### src/rtl/bto_pkg.sv
// Package: shared defaults and the synchronized line pair type for the
// bus timeout monitor. Assumes nothing beyond IEEE 1800-2017.
package bto_pkg;

    // Default number of synchronized clock-low cycles before the alarm.
    localparam int unsigned DEF_LOW_CYCLES = 24;
    // Default low counter width; 2**width must exceed the low cycle count.
    localparam int unsigned DEF_LOW_CNT_W  = 6;
    // Default free threshold: bus is free after more than this many ticks.
    localparam int unsigned DEF_FREE_TICKS = 10;
    // Default synchronizer depth.
    localparam int unsigned DEF_SYNC_STAGES = 2;

    // Synchronized view of the two bus lines.
    typedef struct packed {
        logic scl;
        logic sda;
    } bus_lines_t;

endpackage

### src/rtl/bto_sync.sv
// Module: multi-bit flop-chain synchronizer.
// Each bit passes through STAGES flops independently. Inputs are assumed
// to be level signals that change slowly relative to clk. On reset every
// stage loads RST_VAL (an idle bus reads high).
module bto_sync #(
    parameter int unsigned WIDTH   = 2,
    parameter int unsigned STAGES  = 2,
    parameter logic        RST_VAL = 1'b1
) (
    input  logic             clk,
    input  logic             rst_n,
    input  logic [WIDTH-1:0] d_async,
    output logic [WIDTH-1:0] q_sync
);

    logic [STAGES-1:0] chain [WIDTH];

    for (genvar b = 0; b < WIDTH; b++) begin : g_bit
        // Shift one raw bit through its own flop chain.
        always_ff @(posedge clk) begin
            if (!rst_n) begin
                chain[b] <= {STAGES{RST_VAL}};
            end else begin
                chain[b] <= {chain[b][STAGES-2:0], d_async[b]};
            end
        end
        assign q_sync[b] = chain[b][STAGES-1];
    end

endmodule

### src/rtl/bto_low_timer.sv
// Module: clock-low timeout counter.
// Counts system clocks while the synchronized clock line is low, starting
// from a reload value chosen so that overflow happens after LOW_CYCLES low
// cycles. Overflow raises a one-cycle alarm, reloads, and disarms the
// detector until the line has been seen high again.
// Assumes scl_s is already synchronized to clk.
module bto_low_timer #(
    parameter int unsigned LOW_CNT_W  = 6,
    parameter int unsigned LOW_CYCLES = 24
) (
    input  logic clk,
    input  logic rst_n,
    input  logic en,
    input  logic scl_s,
    output logic alarm
);

    localparam logic [LOW_CNT_W-1:0] RELOAD =
        LOW_CNT_W'((1 << LOW_CNT_W) - LOW_CYCLES);
    localparam logic [LOW_CNT_W-1:0] TOP = '1;

    logic [LOW_CNT_W-1:0] cnt;
    logic                 armed;

    // Reload on high or disable, count on low, fire once on overflow.
    always_ff @(posedge clk) begin
        if (!rst_n) begin
            cnt   <= RELOAD;
            armed <= 1'b1;
            alarm <= 1'b0;
        end else begin
            alarm <= 1'b0;
            if (scl_s) begin
                cnt   <= RELOAD;
                armed <= 1'b1;
            end else if (!en) begin
                cnt <= RELOAD;
            end else if (armed) begin
                if (cnt == TOP) begin
                    cnt   <= RELOAD;
                    armed <= 1'b0;
                    alarm <= 1'b1;
                end else begin
                    cnt <= cnt + 1'b1;
                end
            end
        end
    end

    // a high clock line leaves the counter at its reload value.
    a_r2_reload_on_high: assert property (@(posedge clk) disable iff (!rst_n)
        scl_s |=> (cnt == RELOAD));

    // the alarm never lasts more than one cycle.
    a_r4_single_pulse: assert property (@(posedge clk) disable iff (!rst_n)
        alarm |=> !alarm);

    // a disabled detector stays quiet.
    a_r5_disabled_quiet: assert property (@(posedge clk) disable iff (!rst_n)
        !en |=> !alarm);

    // an alarm is only possible while the line is still low.
    a_r4_alarm_on_low: assert property (@(posedge clk) disable iff (!rst_n)
        alarm |-> $past(!scl_s));

endmodule

### src/rtl/bto_free_timer.sv
// Module: bus-free detector.
// Counts clock-source ticks while both lines are high. The tick that
// exceeds FREE_TICKS sets the free flag, and on that same edge grants a
// pending START with a one-cycle strobe. Any low level or a disable
// clears the count and the flag. Assumes idle and tick are synchronous to clk.
module bto_free_timer #(
    parameter int unsigned FREE_TICKS = 10
) (
    input  logic clk,
    input  logic rst_n,
    input  logic en,
    input  logic idle,
    input  logic tick,
    input  logic start_req,
    output logic free,
    output logic go
);

    localparam int unsigned         FW   = $clog2(FREE_TICKS + 1);
    localparam logic [FW-1:0]       LAST = FW'(FREE_TICKS);

    logic [FW-1:0] cnt;

    // Count idle ticks; set the free flag on the one past the threshold.
    always_ff @(posedge clk) begin
        if (!rst_n) begin
            cnt  <= '0;
            free <= 1'b0;
            go   <= 1'b0;
        end else begin
            go <= 1'b0;
            if (!en || !idle) begin
                cnt  <= '0;
                free <= 1'b0;
            end else if (tick && !free) begin
                if (cnt == LAST) begin
                    free <= 1'b1;
                    go   <= start_req;
                end else begin
                    cnt <= cnt + 1'b1;
                end
            end
        end
    end

    // a low line drops the free flag on the next edge.
    a_r8_drop_on_low: assert property (@(posedge clk) disable iff (!rst_n)
        !idle |=> !free);

    // the flag only rises on an edge that sampled a tick.
    a_r6_rise_on_tick: assert property (@(posedge clk) disable iff (!rst_n)
        $rose(free) |-> $past(tick));

    // the START grant coincides with the flag rising.
    a_r10_go_with_free: assert property (@(posedge clk) disable iff (!rst_n)
        go |-> $rose(free));

    // the START grant lasts one cycle.
    a_r10_go_single: assert property (@(posedge clk) disable iff (!rst_n)
        go |=> !go);

endmodule

### src/rtl/bus_timeout_monitor.sv
// Module: top of the two-wire bus timeout monitor.
// Synchronizes the raw clock and data lines, then feeds the clock-low
// timeout counter and the bus-free detector. Assumes tick is a one-cycle
// strobe synchronous to clk, and that all control inputs are synchronous.
module bus_timeout_monitor
    import bto_pkg::*;
#(
    parameter int unsigned LOW_CNT_W   = DEF_LOW_CNT_W,
    parameter int unsigned LOW_CYCLES  = DEF_LOW_CYCLES,
    parameter int unsigned FREE_TICKS  = DEF_FREE_TICKS,
    parameter int unsigned SYNC_STAGES = DEF_SYNC_STAGES
) (
    input  logic clk,
    input  logic rst_n,
    input  logic scl_raw,
    input  logic sda_raw,
    input  logic tick,
    input  logic low_to_en,
    input  logic free_to_en,
    input  logic start_req,
    output logic low_timeout,
    output logic bus_free,
    output logic start_go
);

    bus_lines_t lines_s;
    logic       idle;

    // Bring both raw lines into the clk domain.
    bto_sync #(
        .WIDTH   (2),
        .STAGES  (SYNC_STAGES),
        .RST_VAL (1'b1)
    ) u_sync (
        .clk     (clk),
        .rst_n   (rst_n),
        .d_async ({scl_raw, sda_raw}),
        .q_sync  (lines_s)
    );

    // Both lines high means the bus is idle.
    assign idle = lines_s.scl & lines_s.sda;

    bto_low_timer #(
        .LOW_CNT_W  (LOW_CNT_W),
        .LOW_CYCLES (LOW_CYCLES)
    ) u_low (
        .clk   (clk),
        .rst_n (rst_n),
        .en    (low_to_en),
        .scl_s (lines_s.scl),
        .alarm (low_timeout)
    );

    bto_free_timer #(
        .FREE_TICKS (FREE_TICKS)
    ) u_free (
        .clk       (clk),
        .rst_n     (rst_n),
        .en        (free_to_en),
        .idle      (idle),
        .tick      (tick),
        .start_req (start_req),
        .free      (bus_free),
        .go        (start_go)
    );

    // a disabled free detector reports nothing.
    a_r9_free_disabled: assert property (@(posedge clk) disable iff (!rst_n)
        !free_to_en |=> (!bus_free && !start_go));

    // no output is asserted in the cycle after reset.
    a_r1_reset_quiet: assert property (@(posedge clk)
        !rst_n |=> (!low_timeout && !bus_free && !start_go));

endmodule

### config.mk
export PLATFORM = sky130hd
export DESIGN_NAME = bus_timeout_monitor
export DESIGN_NICKNAME = d
export VERILOG_FILES = /design/src/rtl/bto_pkg.sv /design/src/rtl/bto_sync.sv /design/src/rtl/bto_low_timer.sv /design/src/rtl/bto_free_timer.sv /design/src/rtl/bus_timeout_monitor.sv
export SDC_FILE = /design/constraint.sdc
export NUM_CORES = 1
export LEC_CHECK = 0
export ABC_AREA = 1
export BUFFER_PORTS_ARGS = -buffer_cell sky130_fd_sc_hd__buf_2
export CORE_UTILIZATION = 51
export CTS_BUF_LIST = sky130_fd_sc_hd__clkbuf_2
export DETAILED_ROUTE_END_ITERATION = 7
export GPL_TIMING_DRIVEN = 0
export PLACE_DENSITY = 0.78
export RECOVER_POWER = 100
export SKIP_LAST_GASP = 1
export SYNTH_ARGS = -nofsm -noshare
export SYNTH_HDL_FRONTEND = slang
export SYNTH_SLANG_ARGS = --single-unit
export TNS_END_PERCENT = 10
### constraint.sdc
create_clock -name clk -period 1.65 [get_ports clk]
set_clock_uncertainty 0.05 [all_clocks]
set_input_delay 0.0825 -clock clk [delete_from_list [all_inputs] [get_ports clk]]
set_output_delay 0.0825 -clock clk [all_outputs]
set_load 0.005 [all_outputs]
==> results of run 1 <==
[registers in the layout, indices dropped and copies added (netlist names)]
signal	flops
u_sync.chain	4
u_free.go	1
u_low.cnt	6
u_low.alarm	1
u_free.cnt	4
u_low.armed	1
u_free.free	1
[final cells by class]
cell class | instances | area, um^2 | area share [%]
flip-flops and latches | 18 | 360 | 40.1
repair buffers | 13 | 80.1 | 8.91
clock buffers | 3 | 15.0 | 1.67
multi-input cells | 63 | 367 | 40.8
plain buffers | 1 | 7.51 | 0.836
well taps | 15 | 18.8 | 2.09
inverters | 13 | 50.0 | 5.57
[critical path, delay by kind of cell, from the launching register on]
kind	cells	cell delay, ns
DFF	1	0.43
adders and majority gates	1	0.21
and+or+nand+nor	4	0.44
buffers and inverters	2	0.10
[per-stage QoR]
step,power (uW),instance area [um^2],hold slack (ns)
2_1_floorplan,480,807,0.139
3_3_place_gp,491,876,0.219
3_5_place_dp,493,876,0.225
4_1_cts,666,921,0.0224
5_1_grt,685,898,0.0405
6_report,663,898,0.0282
[cell usage after synthesis]
cell type / instances
a21boi_1: 1
a21oi_1: 4
a22oi_1: 1
buf_4: 1
clkinv_2: 1
dfxtp_1: 18
ha_1: 3
inv_1: 8
inv_2: 4
mux2i_1: 1
nand2_1: 14
nand2_2: 5
nand3_1: 5
nand3_2: 1
nand4_1: 1
nand4_2: 2
nor2_1: 7
nor2_2: 5
nor2_4: 2
nor3_1: 3
nor3_2: 1
or2_2: 4
xnor2_1: 2
xor2_1: 1
[power groups by stage]
stage / combinational [uW] / clock (uW) / sequential, uW
6_report: 42.2 / 175 / 446
5_1_grt: 47.8 / 190 / 447
4_1_cts: 43.2 / 177 / 446
3_5_place_dp: 37.6 / 0 / 455
3_3_place_gp: 36.6 / 0 / 455
2_1_floorplan: 25.7 / 0 / 454
[routing by layer]
metal	routed length, um	vias to the layer above	part of all wire [%]	GRT usage, %
met5	0	-	0	0
met4	31	0	2.5	7.74
met3	46	4	3.8	2.61
met2	514	13	42	25.6
met1	625	278	51	18.3
li1	-	334	-	-
[path summary, 6_finish.rpt]
path / endpoint / cells after the start / slack [ns] / from
setup / recovery: u_free.cnt[3] / 7 / 0.39 / u_free.cnt[0]
hold / removal: u_low.cnt[4] / 3 / 0.03 / low_to_en
setup reg to reg: u_free.cnt[3] / 7 / 0.39 / u_free.cnt[0]
hold reg to reg: u_sync.chain[0][1] / 1 / 0.39 / u_sync.chain[0][0]
[repair_timing]
item                      4_1_cts  5_1_grt
gates resized for setup         0        0
hold buffers                    3        0
hold endpoints to repair        3        0
[logic make-up (layout without fill, tap and decap cells)]
kind of cell	Yosys count	after routing	share of synthesized area (%)
AOI/OAI and AO/OA	6	6	4.34
and+or+nand+nor	50	50	34.7
buffers and inverters	14	30	7.13
xor gates and xnor gates	3	3	3.26
muxes	1	1	1.24
adders and majority gates	3	3	4.65
DFF	18	18	44.7
==> flow_summary.ini, run 1 <==
[placed_design]
place_inst = 120
hpwl_um = 870
io_buffers = 10
gp_congestion = 0.748
place_ws_ns = 0.467

[worst_setup_path]
cpMaxStageDelayCell = dfxtp_1
cp.required_ns = 1.84
crit_chain = inv_1, ha_1, nand3_1, nand3_1, nand2_1, inv_1, nor2_1
critPathCaptureType = flip-flop
cp.arrival_ns = 1.45
slowest_delay_ns = 0.43
cp-start-kind = flip-flop
cp_max_fo = 6
crit_type = flip-flop to flip-flop

[clock_network]
clock_sinks = 18
htree_levels = 1
cts_setup_buffers = 0
clk_latency_ns = 0.29
cts_tree = built
cts.clk_slew.worst_paths_ns = 0.16
numCtsBuffers = 3
root_buffer = clkbuf_2
clk_path_buf_depth = 2

[cells_and_area]
drive_gt1_share_pct = 29.7
final_common_cell = dfxtp_1
layout.nets = 124
fill_cells = 119
area_growth_pct = 11.3
final_cell_mix = dfxtp_1, nand2_1, buf_2
antenna_cells = 0
post-route-util_pct = 65.0
stdcell_count = 126

[timing]
rsz0062_at_grt = false
finalCritPeriodShare_pct = 76.7
max_freq_mhz = 791
slew_viol_final = 0
setup_viol = 0
worst_slack_ns = 0.385
setup_tns_ns = 0
hold_violations = 0
tightestPinTransition_ns = 0.262
max_slew_margin_pct = 82.5
fin_crit_ns = 1.26

[logic_synthesis]
postSynthCellCount = 95
yosys-top-cells-area = dfxtp_1, nand2_1, ha_1
synth_top_area_share_pct = 44.7
synth.distinct_cells = 24
syn_avg_cell_area_um2 = 8.49
seq_area_frac_synth_pct = 44.7
yosys.area.top_type = dfxtp_1
syn_area_um2 = 807
synth_seq_cells = 18
synth_nets = 106
ys_warn_count = 0

[power]
clockPowerShare_pct = 26.4
switching_share_pct = 22.6
peakVddDrop_uv = 542
p_int_uw = 514
comb_power_share_pct = 6.4
p_sw_uw = 150
p_per_area_nw_per_um2 = 738
seqPwrFrac_pct = 67.2
leakagePower_uw = 0.000405

[detailed_routing]
finalWirelength_um = 1220
drt_pre_antenna_iters = 4
drc_errors = 0
vias = 629
wl_per_cell_um = 9.67
vias_per_cell = 4.99
drt_iter0_drc = 12
postRouteAntennaNets = 0

[global_route]
grt_overflow = 0
track_usage_pct = 15.2
grt_pass1_vias = 561
grt_pass1_wl_um = 2070
antenna_found_initial = 0
grt_max_degree = 10

[worst_hold_path]
worstHoldPathType = input port to flip-flop

[floorplanning]
num_rows = 13
initial_core_util_pct = 58.4
die_y_um = 41.8
design.core.area_um2 = 1380
die-area_um2 = 1750
die_w_um = 41.8
io_pins = 11

[run]
cap_violations = 0

[status]
status = finished, final reports clean
Power figures use the tool's default switching activity.
==> run 2, diff against run 1 <==
==> constraint.sdc (replaced) <==
create_clock -name clk -period 1.3 [get_ports clk]
set_clock_uncertainty 0.05 [all_clocks]
set_input_delay 0.065 -clock clk [delete_from_list [all_inputs] [get_ports clk]]
set_output_delay 0.065 -clock clk [all_outputs]
set_load 0.005 [all_outputs]
==> flow_summary.ini, run 2 (same netlist as run 1, synthesis figures left out) <==
[placed_design]
gp_congestion = 0.748
io_buffers = 10
hpwl_um = 870

[run]
cap_violations = 0

[floorplanning]
io_pins = 11
initial_core_util_pct = 58.4
die_w_um = 41.8
die-area_um2 = 1750
design.core.area_um2 = 1380
die_y_um = 41.8
num_rows = 13

[worst_hold_path]
worstHoldPathType = input port to flip-flop
worstHoldPathCells = 3

[timing]
setup_viol = 0
max_slew_margin_pct = 82.5
slew_viol_final = 0
finalCritPeriodShare_pct = 91.5
fin_hold_ws_ns = 0.00835
tightestPinTransition_ns = 0.262
max_freq_mhz = 841
hold_violations = 0
rsz0062_at_grt = true
fin_crit_ns = 1.19

[cells_and_area]
largest_reg_flops = 6
max_flop_register = u_low.cnt
antenna_cells = 0
area_growth_pct = 13.5
top_regs = u_low.cnt x6, u_free.cnt x4, u_sync.chain x4
layout.nets = 124
final_cell_mix = dfxtp_1, nand2_1, buf_2
final_common_cell = dfxtp_1
drive_gt1_share_pct = 35.1

[detailed_routing]
drt_iter0_drc = 12
drc_errors = 0
drt_pre_antenna_iters = 4
wl_per_cell_um = 9.59
postRouteAntennaNets = 0
vias = 628
vias_per_cell = 4.98
finalWirelength_um = 1210

[global_route]
antenna_found_initial = 0
grt_overflow = 0
grt_use_met2_pct = 25.6
grt_pass1_wl_um = 2070
grtUsageMet3_pct = 2.61
grt_max_degree = 10
grt.busiest_layer = met2
track_usage_pct = 15.2
grt_pass1_vias = 561
met1_usage_pct = 18.3

[clock_network]
clock_sinks = 18
cts_tree = built
root_buffer = clkbuf_2
numCtsBuffers = 3
htree_levels = 1
clk_latency_ns = 0.29
cts_setup_buffers = 0
cts.clk_slew.worst_paths_ns = 0.16
clk_path_buf_depth = 2

[status]
status = finished, final reports clean

[worst_setup_path]
crit_family = flip-flops
cpMostUsedCell = nand2_1
crit_type = flip-flop to flip-flop
critPathCaptureType = flip-flop
cpMaxStageDelayCell = dfxtp_2
cp.required_ns = 1.46
cp-start-kind = flip-flop
ff2ff_path_depth = 7
path_buf_inv = 2
path_depth = 7
crit_chain = ha_1, nand2_1, inv_1, nand4_2, nand2_2, inv_2, nand2_1
cp_max_fo = 4
slowest_delay_ns = 0.37
cp.arrival_ns = 1.35

[power]
peakVddDrop_uv = 686
p_per_area_nw_per_um2 = 919
finalPower_uw = 842
leakagePower_uw = 0.000404
run 2: cell counts in the layout (fill, tap and decap cells not counted):
No cell type changed its count.
run 2: final cells by class:
type,count,area [um^2]
Fill cell,120,467
Multi-Input combinational cell,63,383
Sequential cell,18,362
Timing Repair Buffer,13,80.1
Inverter,13,50.0
Tap cell,15,18.8
Clock buffer,3,15.0
Buffer,1,7.51
run 2: worst paths after layout:
kind / start / endpoint / slack [ns]
hold reg to reg: u_sync.chain[0][0] / u_sync.chain[0][1] / 0.39
setup reg to reg: u_low.cnt[0] / u_low.cnt[3] / 0.11
setup / recovery: u_low.cnt[0] / u_low.cnt[3] / 0.11
hold / removal: low_to_en / u_low.alarm / 0.008
run 2: what timing repair did:
| action | CTS | global route |
|---|---|---|
| hold buffers | 3 | 0 |
| setup endpoints to repair | 0 | 5 |
| resized for setup | 0 | 2 |
| endpoints found under the hold margin | 3 | 0 |
run 2: per-layer routing:
layer / routed length [um] / part of all wire, %
met1: 620 / 51
met2: 510 / 42
met3: 46 / 3.8
met4: 31 / 2.6
met5: 0 / 0
run 2: worst reg2reg max path, delay by kind of cell, from the launching register on:
family,cells,cell delay [ns]
flip-flops,1,0.37
AND/OR/NAND/NOR,4,0.36
adder cells (fa/ha/maj),1,0.21
buffers and inverters,2,0.13
run 2: power by group:
part           internal, uW  switching (uW)  total (uW)
sequential              561            4.98         566
combinational          28.2            25.9        54.1
clock                  62.9             159         222
run 2: stage by stage:
stage	cell area, um^2	instances	util [%]	setup TNS [ns]	setup slack (ns)
after floorplan	807	95	-	0	0.214
after global placement	876	120	63.3	0	0.133
after detailed placement	876	120	63.3	0	0.117
after CTS	921	126	66.6	0	0.0967
after global routing	916	126	66.2	-0.00377	-0.00377
final	916	126	66.2	0	0.110
==> run 3, diff against run 2 <==
--- a/config.mk
+++ b/config.mk
@@ -7,11 +7,14 @@
 export LEC_CHECK = 0
 export ABC_AREA = 1
 export BUFFER_PORTS_ARGS = -buffer_cell sky130_fd_sc_hd__buf_2
-export CORE_UTILIZATION = 51
+export CELL_PAD_IN_SITES_DETAIL_PLACEMENT = 1
+export CELL_PAD_IN_SITES_GLOBAL_PLACEMENT = 1
+export CORE_ASPECT_RATIO = 1.4
+export CORE_UTILIZATION = 43
 export CTS_BUF_LIST = sky130_fd_sc_hd__clkbuf_2
 export DETAILED_ROUTE_END_ITERATION = 7
 export GPL_TIMING_DRIVEN = 0
-export PLACE_DENSITY = 0.78
+export PLACE_DENSITY = 0.85
 export RECOVER_POWER = 100
 export SKIP_LAST_GASP = 1
 export SYNTH_ARGS = -nofsm -noshare
==> flow_summary.ini, run 3 (same netlist as run 1, synthesis figures left out) <==
[run]
cap_violations = 0

[clock_network]
numCtsBuffers = 3
root_buffer = clkbuf_2
cts_tree = built
htree_levels = 1
clock_sinks = 18
clk_path_buf_depth = 2
clk_latency_ns = 0.30
cts.clk_slew.worst_paths_ns = 0.17

[cells_and_area]
drive_gt1_share_pct = 33.6
largest_reg_flops = 6
max_flop_register = u_low.cnt
area_growth_pct = 16.9
final_common_cell = dfxtp_1
final_cell_mix = dfxtp_1, nand2_1, inv_1
antenna_cells = 0
layout.nets = 125
top_regs = u_low.cnt x6, u_free.cnt x4, u_sync.chain x4
stdcell_count = 133

[floorplanning]
num_rows = 18
design.core.area_um2 = 1760
io_pins = 11
die_y_um = 53.3
die_w_um = 38.6
die-area_um2 = 2060
initial_core_util_pct = 45.9

[worst_setup_path]
slowest_delay_ns = 0.38
cp.required_ns = 1.47
critPathCaptureType = flip-flop
cp-start-kind = flip-flop
crit_family = simple AND/OR/NAND/NOR gates
cpMaxStageDelayCell = dfxtp_1
crit_type = flip-flop to flip-flop
crit_chain = ha_1, nand2_1, inv_1, nand4_2, nand2_2, inv_2, nand2_1
cp.arrival_ns = 1.44
cp_max_fo = 4
path_buf_inv = 2
cpMostUsedCell = nand2_1

[timing]
max_freq_mhz = 793
max_slew_margin_pct = 83.7
hold_violations = 0
fin_hold_ws_ns = 0.0387
fin_crit_ns = 1.26
finalCritPeriodShare_pct = 97.0
slew_viol_final = 0
setup_viol = 0
rsz0062_at_grt = true
tightestPinTransition_ns = 0.245

[power]
comb_power_share_pct = 6.9
seqPwrFrac_pct = 65.1
switching_share_pct = 24.4
p_int_uw = 659
clockPowerShare_pct = 28.1
peakVddDrop_uv = 606
p_per_area_nw_per_um2 = 924
leakagePower_uw = 0.000397
p_sw_uw = 212

[global_route]
grt_overflow = 0
grt_max_degree = 11
track_usage_pct = 20.8
antenna_found_initial = 0
grt_pass1_vias = 644
grt_pass1_wl_um = 2860

[worst_hold_path]
worstHoldPathType = input port to flip-flop

[detailed_routing]
drc_errors = 0
vias = 657
wl_per_cell_um = 13.5
vias_per_cell = 4.94
postRouteAntennaNets = 0
finalWirelength_um = 1800
drt_iter0_drc = 2
drt_pre_antenna_iters = 4

[placed_design]
place_inst = 125
gp_congestion = 0.665
io_buffers = 10
hpwl_um = 1350

[status]
status = finished, final reports clean
run 3: power groups by stage:
stage	combinational (uW)	sequential, uW	clock, uW
3_5_place_dp	51.0	578	0
5_1_grt	66.9	569	282
3_3_place_gp	46.9	577	0
6_report	59.8	567	245
2_1_floorplan	32.7	577	0
4_1_cts	60.4	567	249
run 3: worst paths after layout:
| kind | startpoint | endpoint | slack [ns] | cells after the start |
|---|---|---|---|---|
| hold / removal | rst_n | u_sync.chain[1][1] | 0.04 | 3 |
| setup / recovery | u_low.cnt[0] | u_low.cnt[3] | 0.04 | 7 |
| setup reg to reg | u_low.cnt[0] | u_low.cnt[3] | 0.04 | 7 |
| hold reg to reg | u_sync.chain[1][0] | u_sync.chain[1][1] | 0.39 | 1 |
run 3: per-layer routing:
layer	GRT usage (%)	vias up	share of wire, %
met2	40.6	5	60
met1	19.0	312	38
met5	0	-	0
li1	-	338	-
met3	3.78	2	1.4
met4	10.3	0	0.67
run 3: repair_timing:
item,4_1_cts,5_1_grt
buffers inserted,0,0
endpoints found under the hold margin,5,0
hold buffers,4,0
setup endpoints to repair,0,9
gates resized for setup,0,2
run 3: cell type report:
class                      count  area (um^2)
fill                         222          813
multi-input combinational     63          394
sequential                    18          362
timing repair buffer          14         86.3
inverter                      13         50.0
tap                           20         25.0
clock buffer                   3         15.0
buffer                         1         7.51
clock inverter                 1         3.75
run 3: metrics by stage:
step	power [uW]	instance area, um^2	setup slack [ns]	utilization, %	TNS, ns
floorplan	609	807	0.214	-	0
global placement	624	882	0.130	50.2	0
global route	918	943	-0.0520	53.7	-0.236
finish	871	943	0.0394	53.7	0
detailed placement	629	882	0.0426	50.2	0
CTS	876	941	0.00254	53.6	0
run 3: worst register-to-register path, cell delays in order, from the launching register on:
cell and delay, ns:
dfxtp_1 0.38, ha_1 0.22, nand2_1 0.18, inv_1 0.08, nand4_2 0.09, nand2_2 0.08, inv_2 0.06, nand2_1 0.04
